`src/rtl/irq_ctrl_pkg.sv`:
```
package irq_ctrl_pkg;
  localparam int CORE_N   = 3;
  localparam int GIE_BIT  = 7;
  localparam int PEIE_BIT = 6;
  localparam int GROUPS   = 2;
  localparam logic [2:0] A_CORE     = 3'd0;
  localparam logic [2:0] A_PER_BASE = 3'd1;
endpackage

```
`src/rtl/irq_flag_bank.sv`:
```
module irq_flag_bank #(
  parameter int W = 8
) (
  input  logic         clk,
  input  logic         rst_n,
  input  logic [W-1:0] evt,
  input  logic         flag_we,
  input  logic [W-1:0] flag_wd,
  input  logic         en_we,
  input  logic [W-1:0] en_wd,
  output logic [W-1:0] flags,
  output logic [W-1:0] enables,
  output logic         hit
);
  always_ff @(posedge clk) begin
    if (!rst_n) begin
      flags   <= '0;
      enables <= '0;
    end else begin
      // hardware set has priority over a software clear
      flags <= (flag_we ? flag_wd : flags) | evt;
      if (en_we) enables <= en_wd;
    end
  end

  assign hit = |(flags & enables);


  evt_sets_flag_chk: assert property (@(posedge clk) disable iff (!rst_n)
    (|evt) |=> ((flags & $past(evt)) == $past(evt)));

  no_silent_clear_chk: assert property (@(posedge clk) disable iff (!rst_n)
    !flag_we |=> ((flags & $past(flags)) == $past(flags)));
endmodule

```
`src/rtl/irq_take_ctrl.sv`:
```
module irq_take_ctrl (
  input  logic clk,
  input  logic rst_n,
  input  logic core_hit,
  input  logic per_hit,
  input  logic ctl_we,
  input  logic gie_wd,
  input  logic peie_wd,
  input  logic insn_boundary,
  input  logic retfie,
  output logic gie,
  output logic peie,
  output logic take
);
  logic req, suppress, take_d;

  assign req      = gie & (core_hit | (peie & per_hit));
  assign suppress = ctl_we & ~gie_wd;
  assign take_d   = insn_boundary & req & ~suppress & ~take;

  always_ff @(posedge clk) begin
    if (!rst_n) begin
      gie  <= 1'b0;
      peie <= 1'b0;
      take <= 1'b0;
    end else begin
      take <= take_d;
      if (take_d)      gie <= 1'b0;
      else if (retfie) gie <= 1'b1;
      else if (ctl_we) gie <= gie_wd;
      if (ctl_we) peie <= peie_wd;
    end
  end


  take_clears_gie_chk: assert property (@(posedge clk) disable iff (!rst_n)
    take |-> !gie);

  take_single_pulse_chk: assert property (@(posedge clk) disable iff (!rst_n)
    take |=> !take);

  retfie_sets_gie_chk: assert property (@(posedge clk) disable iff (!rst_n)
    (retfie && !gie) |=> gie);

  gie_clear_suppress_chk: assert property (@(posedge clk) disable iff (!rst_n)
    (ctl_we && !gie_wd) |=> !take);

  boundary_only_chk: assert property (@(posedge clk) disable iff (!rst_n)
    !insn_boundary |=> !take);
endmodule

```
`src/rtl/irq_vector_ctrl.sv`:
```
module irq_vector_ctrl
  import irq_ctrl_pkg::*;
#(
  parameter int          DATA_W = 8,
  parameter int          PC_W   = 13,
  parameter logic [12:0] VECTOR = 13'h0004
) (
  input  logic              clk,
  input  logic              rst_n,
  input  logic [CORE_N-1:0] core_evt,
  input  logic [DATA_W-1:0] per0_evt,
  input  logic [DATA_W-1:0] per1_evt,
  input  logic [2:0]        reg_addr,
  input  logic              reg_we,
  input  logic [DATA_W-1:0] reg_wdata,
  output logic [DATA_W-1:0] reg_rdata,
  input  logic              insn_boundary,
  input  logic              retfie,
  output logic              take_irq,
  output logic              push_ret,
  output logic [PC_W-1:0]   vector_pc
);
  localparam int EN_LO = CORE_N;

  logic              core_we;
  logic [CORE_N-1:0] core_flags, core_ens;
  logic              core_hit;
  logic              gie, peie, take;

  logic [GROUPS-1:0][DATA_W-1:0] per_evt_a, per_flags, per_ens;
  logic [GROUPS-1:0]             per_hit_v;

  assign core_we   = reg_we && (reg_addr == A_CORE);
  assign per_evt_a = {per1_evt, per0_evt};

  irq_flag_bank #(.W(CORE_N)) u_core_bank (
    .clk     (clk),
    .rst_n   (rst_n),
    .evt     (core_evt),
    .flag_we (core_we),
    .flag_wd (reg_wdata[CORE_N-1:0]),
    .en_we   (core_we),
    .en_wd   (reg_wdata[EN_LO +: CORE_N]),
    .flags   (core_flags),
    .enables (core_ens),
    .hit     (core_hit)
  );

  for (genvar g = 0; g < GROUPS; g++) begin : g_per
    localparam logic [2:0] FA = A_PER_BASE + 3'(2 * g);
    localparam logic [2:0] EA = A_PER_BASE + 3'(2 * g + 1);
    irq_flag_bank #(.W(DATA_W)) u_bank (
      .clk     (clk),
      .rst_n   (rst_n),
      .evt     (per_evt_a[g]),
      .flag_we (reg_we && (reg_addr == FA)),
      .flag_wd (reg_wdata),
      .en_we   (reg_we && (reg_addr == EA)),
      .en_wd   (reg_wdata),
      .flags   (per_flags[g]),
      .enables (per_ens[g]),
      .hit     (per_hit_v[g])
    );
  end

  irq_take_ctrl u_take (
    .clk           (clk),
    .rst_n         (rst_n),
    .core_hit      (core_hit),
    .per_hit       (|per_hit_v),
    .ctl_we        (core_we),
    .gie_wd        (reg_wdata[GIE_BIT]),
    .peie_wd       (reg_wdata[PEIE_BIT]),
    .insn_boundary (insn_boundary),
    .retfie        (retfie),
    .gie           (gie),
    .peie          (peie),
    .take          (take)
  );

  always_comb begin
    reg_rdata = '0;
    case (reg_addr)
      3'd0: reg_rdata = DATA_W'({gie, peie, core_ens, core_flags});
      3'd1: reg_rdata = per_flags[0];
      3'd2: reg_rdata = per_ens[0];
      3'd3: reg_rdata = per_flags[1];
      3'd4: reg_rdata = per_ens[1];
      default: reg_rdata = '0;
    endcase
  end

  assign take_irq  = take;
  assign push_ret  = take;
  assign vector_pc = PC_W'(VECTOR);


  push_with_take_chk: assert property (@(posedge clk) disable iff (!rst_n)
    push_ret == take_irq);

  vector_fixed_chk: assert property (@(posedge clk) disable iff (!rst_n)
    take_irq |-> (vector_pc == PC_W'(13'h0004)));
endmodule

```
`config.mk`:
```
export PLATFORM = sky130hd
export DESIGN_NAME = irq_vector_ctrl
export DESIGN_NICKNAME = d
export VERILOG_FILES = /design/src/rtl/irq_ctrl_pkg.sv /design/src/rtl/irq_flag_bank.sv /design/src/rtl/irq_take_ctrl.sv /design/src/rtl/irq_vector_ctrl.sv
export SDC_FILE = /design/constraint.sdc
export NUM_CORES = 1
export LEC_CHECK = 0
export ABC_AREA = 1
export BUFFER_PORTS_ARGS = -buffer_cell sky130_fd_sc_hd__clkbuf_2
export CAP_MARGIN = 5
export CORE_MARGIN = 8
export CORE_UTILIZATION = 55
export DETAILED_ROUTE_END_ITERATION = 6
export GPL_TIMING_DRIVEN = 0
export PLACE_DENSITY = 0.93
export REMOVE_ABC_BUFFERS = 1
export SLEW_MARGIN = 20
export SYNTH_ARGS = -nofsm -noshare
export SYNTH_HDL_FRONTEND = slang
export SYNTH_SLANG_ARGS = --single-unit
```
`constraint.sdc`:
```
create_clock -name clk -period 3.55 [get_ports clk]
set_clock_uncertainty 0.2 [all_clocks]
set_input_delay 0.71 -clock clk [delete_from_list [all_inputs] [get_ports clk]]
set_output_delay 0.71 -clock clk [all_outputs]
set_load 0.01 [all_outputs]
```
After elaboration in Yosys (flattened, before gate mapping)
Cells that the tools add are included.
{"block": "totals", "register_bits": 41, "in_bits": 35, "wordCells": 46}
{"block": "classes", "eq_ne": 4, "n_reduce_logical": 10, "n_mux": 6, "n_bitwise": 17}
{"operator": "$pmux 8 s5", "count": 1}
{"operator": "$and 8x8->8", "count": 2}
{"operator": "$mux 8", "count": 2}
{"operator": "$or 8x8->8", "count": 2}
{"operator": "$reduce_or 16->1", "count": 1}
{"operator": "$and 1x1->1", "count": 6}
{"operator": "$eq 3x2->1 const B", "count": 2}
{"operator": "$logic_and 1x1->1", "count": 5}
{"operator": "$not 1->1", "count": 4}
{"operator": "$and 3x3->3", "count": 1}
{"operator": "$eq 3x1->1 const B", "count": 1}
{"operator": "$eq 3x3->1 const B", "count": 1}
{"operator": "$logic_not 3->1", "count": 1}
{"operator": "$mux 3", "count": 1}
{"operator": "$or 3x3->3", "count": 1}
{"operator": "$reduce_or 3->1", "count": 1}
{"operator": "$mux 1", "count": 2}
{"operator": "$reduce_bool 2->1", "count": 1}
{"operator": "$reduce_or 2->1", "count": 1}
{"operator": "$or 1x1->1", "count": 1}

Depth between registers and ports, before layout
Gate-level depths: netlist of the first run.
{"block": "logic_depth", "ltp_word": 9, "depth_mapped": 9}

Cells and area by module
Synthesis of the first run repeated with hierarchy kept, for this count alone.
{"block": "unflattened", "cells_unflattened": 402, "area_unflattened_um2": 2408.6}
{"mod": "irq_flag_bank (g_per[0].u_bank ...)", "n_inst": 2, "cells_per_inst": 109, "area_per_inst_um2": 705.7}
{"mod": "irq_vector_ctrl", "n_inst": 1, "cells_per_inst": 119, "area_per_inst_um2": 591.8}
{"mod": "irq_flag_bank (u_core_bank)", "n_inst": 1, "cells_per_inst": 41, "area_per_inst_um2": 259.0}
{"mod": "irq_take_ctrl", "n_inst": 1, "cells_per_inst": 24, "area_per_inst_um2": 146.4}

Least setup slack after synthesis of the first run
Ideal clock, no wire load.
{"block": "synth_timing", "kind": "input to output", "start": "in reg_addr[0]", "end": "out reg_rdata[6]", "arrival_time_ns": 1.378, "slack_ns": 1.262, "stages": 8, "n_path_buf": 0, "cell_sequence": "inv_1 -> nor2_2 -> nand2_1 -> inv_1 -> nand2_1 -> o21ai_0 -> a21oi_1 -> nand3_1"}
{"block": "synth_between", "elab_chain_cells": 2, "word_cells_on_any_way": 6, "cone_classes": "4 x eq/ne; 1 x mux; 1 x reduce/logical"}
{"element": "start: declaration", "line": "irq_vector_ctrl.sv:13", "rtl": "input logic [2:0] reg_addr,"}
{"element": "$eq 3x3->1, or another cell as far along", "line": "irq_vector_ctrl.sv:83", "rtl": "case (reg_addr)"}
{"element": "$pmux 8 s5 (*)", "line": "irq_vector_ctrl.sv:83"}
{"element": "end: declaration", "line": "irq_vector_ctrl.sv:16", "rtl": "output logic [DATA_W-1:0] reg_rdata,"}
Every way passes the cells marked *; elsewhere a longest branch is shown, timed or not.

Worst setup path after layout of the first run
Same ends and word-level chain as after synthesis.

==> results of run 1 <==
==> registers in the layout (all words and copies together) (netlist names) <==
register,flops
u_take.peie,1
u_core_bank.enables,3
u_take.take,1
g_per.u_bank.flags,16
g_per.u_bank.enables,16
u_take.gie,1
u_core_bank.flags,3
==> Yosys cell counts, types with 3 or more instances <==
cell type    n  area, um2
inv_2        4      15.01
nor2_1      25      93.84
a21oi_1     21      105.1
buf_4       14      105.1
nand4_1      4      25.02
nor2_4       3      33.78
nand2_1    113      424.2
dfxtp_1     41      820.8
inv_1       42      157.7
o21ai_1     16      80.08
nor2_2       3      18.77
o21ai_0     26      130.1
nand3_1      3      15.01
==> cell type report <==
| class | count | share of cell area, % |
|---|---|---|
| Multi-Input combinational cell | 235 | 43.21 |
| Sequential cell | 41 | 34.11 |
| Timing Repair Buffer | 44 | 9.152 |
| Inverter | 47 | 7.436 |
| Clock buffer | 7 | 3.588 |
| Tap cell | 48 | 2.496 |
==> worst max-delay path, cell delays in order <==
cell	delay, ps
clkbuf_2	90
inv_1	60
nor2_2	90
nand2_1	110
inv_1	250
nand2_1	80
o21ai_0	80
a21oi_1	60
nand3_1	100
clkbuf_2	140
==> metal layers <==
layer  track usage, %  vias to the layer above
li1                 -                     1090
met1            20.50                      919
met2            29.66                       99
met3            6.834                        7
met4            5.000                        0
met5                0                        -
==> per-stage QoR <==
stage | instance area (um2) | hold slack (ps) | utilization, % | total power, W | std cells
2_1_floorplan | 2039 | 238.6 | - | 0.0005859 | 323
3_3_place_gp | 2320 | 249.9 | 62.89 | 0.0006376 | 415
3_5_place_dp | 2320 | 257.0 | 62.89 | 0.0006430 | 415
4_1_cts | 2406 | 268.5 | 65.23 | 0.0009484 | 422
5_1_grt | 2406 | 293.9 | 65.23 | 0.0009949 | 422
6_report | 2406 | 266.7 | 65.23 | 0.0009450 | 422
==> worst paths after layout <==
path                              startpoint                          to  slack, ps  cells past startpoint
setup reg to reg    g_per[0].u_bank.flags[6]                 u_take.take       2260                      8
setup / recovery                 reg_addr[0]                reg_rdata[6]        860                     10
hold reg to reg   g_per[1].u_bank.enables[6]  g_per[1].u_bank.enables[6]        270                      2
hold / removal    g_per[1].u_bank.enables[6]  g_per[1].u_bank.enables[6]        270                      2
==> cell families after synthesis <==
logic type      after synthesis
other cells                   2
buf+inv                      66
flops                        41
simple gates                153
compound gates               69
==> power by group <==
part / internal [W] / switching [W]
clock network: 0.000154 / 0.000156
registers: 0.000485 / 0.0000191
logic: 0.0000472 / 0.0000826
total: 0.000687 / 0.000258
==> results.cfg, run 1 <==
[global_route]
grt_pass1_vias = 2034
grt.overflow.total = 0
grt_pass1_wl_mm = 8.901
track_usage_pct = 17.72
antenna_found_initial = 0
grt_start_max_net_pins = 42

[sta]
hold_viol = 0
max_freq_mhz = 371.2
slew_viol_final = 0
fin_crit_sh_pct = 75.89
worst_slack_ps = 856.0
relSlewSlack_pct = 51.27
setup_viol = 0
fin_setup_tns_ps = 0
rsz0062_at_grt = no
tightest_slew_ps = 731.0
period_needed_ps = 2694

[power_and_ir_drop]
ir_drop_v = 0.0002914
p_leak_nw = 1.288
powerDensity_nw_per_um2 = 392.7

[floorplan]
io_pins = 58
dieArea_um2 = 6105
initial_core_util_pct = 57.56
die_w_um = 78.14
die_h_um = 78.14
core_area_um2 = 3689
row_count = 22

[layout]
drive_gt1_share_pct = 16.84
layout_commonest_cell = nand2_1
n_fill_cell = 377
final_cell_mix = 113 x nand2_1, 44 x clkbuf_2, 42 x inv_1, 41 x dfxtp_1, 26 x o21ai_0
multi_input_area_um2 = 1040
syn_to_final_growth_pct = 13.32
fin_nets = 409
seq_area_um2 = 820.8
antennaDiodeCount = 0

[routing]
via_per_inst = 5.012
topRoutingLayerUsed = met4
wirelength_mm = 5.332
wl_met3_um = 516
drt_iter0_markers = 266
vias = 2115
firstDrtPassIters = 4
met2WireLength_mm = 2.522
ant_nets = 0
drc = 0
post_drt_wl_per_cell_um = 12.64
m1WireLength_mm = 2.237

[synth]
synthMuxAreaShare_pct = 0
ys_warn_count = 0
synth_compound_area_share_pct = 17.15
synthSimpleGateAreaFrac_pct = 29.52
syn-mean-instance-area_um2 = 6.415
synth_seq_cells = 41
synthCells = 331
synth.cell_area_um2 = 2123
synth_cell_type_count = 24
synthAdderAreaFrac_pct = 0
synth-xor-area-share_pct = 0
synthFlopType = dfxtp_1
synth-edff-count = 0
synth_top_family_by_area = simple AND/OR/NAND/NOR gates
ys_seq_area_share_pct = 38.66
synthArstFlopShare_pct = 0

[clock_tree]
insertion_delay_ps = 300
cts_hold_buf = 0
cts_resized = 0
cts_tree = done
cts_root_buffer = clkbuf_8
clockBufferDepth = 2
post-cts-setup-buffer-count = 0
htree_num_levels = 2
path_clk_slew_ps = 80
clock-sinks = 41
cts_buffers = 5

[hold_path]
min_path_type = flip-flop to flip-flop

[placement]
gp_congestion = 0.8772
port-buffer-count = 44
place_ws_ps = 856.5
hpwlAfterDp_mm = 4.088

[flow_run]
maxCapViolCount = 0

[status]
outcome = finished clean

[critical_path]
crit_fanout = 8
crit_required_ps = 2640
cp-end-kind = output port
crit_arrival_ps = 1780
start_kind = input port
critPathKind = input port to output port
No activity file was read; power rests on OpenSTA's default activity.
==> run 2: changes to the inputs <==
--- a/config.mk
+++ b/config.mk
@@ -9,10 +9,10 @@
 export BUFFER_PORTS_ARGS = -buffer_cell sky130_fd_sc_hd__clkbuf_2
 export CAP_MARGIN = 5
 export CORE_MARGIN = 8
-export CORE_UTILIZATION = 55
+export CORE_UTILIZATION = 52
 export DETAILED_ROUTE_END_ITERATION = 6
 export GPL_TIMING_DRIVEN = 0
-export PLACE_DENSITY = 0.93
+export PLACE_DENSITY = 0.89
 export REMOVE_ABC_BUFFERS = 1
 export SLEW_MARGIN = 20
 export SYNTH_ARGS = -nofsm -noshare
==> constraint.sdc (replaced) <==
create_clock -name clk -period 2.6 [get_ports clk]
set_clock_uncertainty 0.2 [all_clocks]
set_input_delay 0.52 -clock clk [delete_from_list [all_inputs] [get_ports clk]]
set_output_delay 0.52 -clock clk [all_outputs]
set_load 0.01 [all_outputs]
==> run 2 against run 1 <==
Sequential cell count unchanged. Sequential share of layout area about the same. Register-to-register slack got worse by 950 ps. Critical endpoint is now reg_rdata[2]. Largest cell class unchanged. Largest power group unchanged. Highest routed layer unchanged.
==> results.cfg, run 2 (synthesis gave the netlist of run 1 again) <==
[critical_path]
max_stage_delay_ps = 250
crit_arrival_ps = 1650
r2r_slack_ps = 1310
crit_fanout = 8
cp-end-kind = output port
crit_slowest_cell = inv_1
start_kind = input port
cpMostUsedCell = inv_1
cp_cell_sequence = clkbuf_2, inv_1, nor2_2, nand2_1, inv_1, nand2_1, o21ai_0, inv_1, nand4_1, clkbuf_2
critPathKind = input port to output port
crit_required_ps = 1880

[layout]
drive_gt1_share_pct = 17.07
largestRegisters = g_per.u_bank.enables (16), g_per.u_bank.flags (16)
antennaDiodeCount = 0
fin_nets = 409
syn_to_final_growth_pct = 13.26
final_core_util_pct = 60.55
n_fill_cell = 383
final_cell_mix = 113 x nand2_1, 44 x clkbuf_2, 42 x inv_1, 41 x dfxtp_1, 26 x o21ai_0
layout_commonest_cell = nand2_1
fin_cells = 425

[power_and_ir_drop]
powerDensity_nw_per_um2 = 529.9
ir_drop_v = 0.0002711
p_leak_nw = 1.289

[placement]
gp_congestion = 0.8570
hpwlAfterDp_mm = 4.284
dp_cells = 417
port-buffer-count = 44

[flow_run]
maxCapViolCount = 0

[floorplan]
io_pins = 58
core_area_um2 = 3971
die_h_um = 79.90
dieArea_um2 = 6384
initial_core_util_pct = 53.47
die_w_um = 79.90
row_count = 23

[global_route]
antenna_found_initial = 0
grt_pass1_wl_mm = 9.204
grt_pass1_vias = 2032
track_usage_pct = 18.08
grt.overflow.total = 0
grt_start_max_net_pins = 42

[clock_tree]
cts_hold_buf = 0
path_clk_slew_ps = 80
htree_num_levels = 2
insertion_delay_ps = 300
cts_tree = done
cts_buffers = 5
post-cts-setup-buffer-count = 0
cts_root_buffer = clkbuf_8
clock-sinks = 41
clockBufferDepth = 2
cts_resized = 0

[sta]
max_freq_mhz = 422.7
fin_setup_tns_ps = 0
tightest_slew_ps = 735.2
hold_viol = 0
rsz0062_at_grt = no
slew_viol_final = 0
setup_viol = 0
period_needed_ps = 2366
fin_crit_sh_pct = 91.00
relSlewSlack_pct = 50.99

[routing]
post_drt_wl_per_cell_um = 13.17
drt_iter0_markers = 218
firstDrtPassIters = 4
drc = 0
via_per_inst = 5.061
wirelength_mm = 5.598
vias = 2151
ant_nets = 0

[status]
outcome = finished clean

[hold_path]
min_path_type = input port to flip-flop
[run 2: cell type report]
class	count	area [um2]	area share, %
Tap cell	50	62.56	2.601
Clock inverter	2	10.01	0.4162
Inverter	47	178.9	7.440
Timing Repair Buffer	44	220.2	9.157
Sequential cell	41	820.8	34.13
Clock buffer	6	72.57	3.018
Multi-Input combinational cell	235	1040	43.24
[run 2: per-layer routing]
layer  share of wire (%)  routed length [um]  vias up  track usage, %
met5                   0                   0        -               0
li1                    -                   -     1094               -
met1                  42                2374      961           21.74
met3                 7.9                 444        8           5.293
met4                 1.3                  73        0           5.273
met2                  48                2705       88           30.23
[run 2: where the power goes]
group	total (W)	internal, W	switching, W
logic	0.000179	0.0000645	0.000114
registers	0.000689	0.000663	0.0000267
clock network	0.000406	0.000186	0.000220
[run 2: worst max-delay path, delay by kind of cell]
kind,cells,cell delay (ps)
and+or+nand+nor,4,400
buffers and inverters,5,650
AOI/OAI and AO/OA,1,80
[run 2: metrics by stage]
step                hold slack [ps]  total power [W]  setup slack, ps  instance area, um2
floorplan                     238.6        0.0007999            692.3                2039
CTS                           205.4         0.001285            229.0                2405
global placement              250.2        0.0008711            297.7                2322
global route                  204.1         0.001346            89.72                2405
finish                        212.1         0.001274            234.0                2405
detailed placement            255.2        0.0008793            238.8                2322
[run 2: final timing paths]
| check | cells past startpoint | to | from |
|---|---|---|---|
| hold / removal | 3 | g_per[1].u_bank.flags[7] | per1_evt[7] |
| hold reg to reg | 2 | g_per[1].u_bank.enables[1] | g_per[1].u_bank.enables[1] |
| setup / recovery | 10 | reg_rdata[2] | reg_addr[0] |
| setup reg to reg | 8 | u_take.take | g_per[0].u_bank.flags[6] |
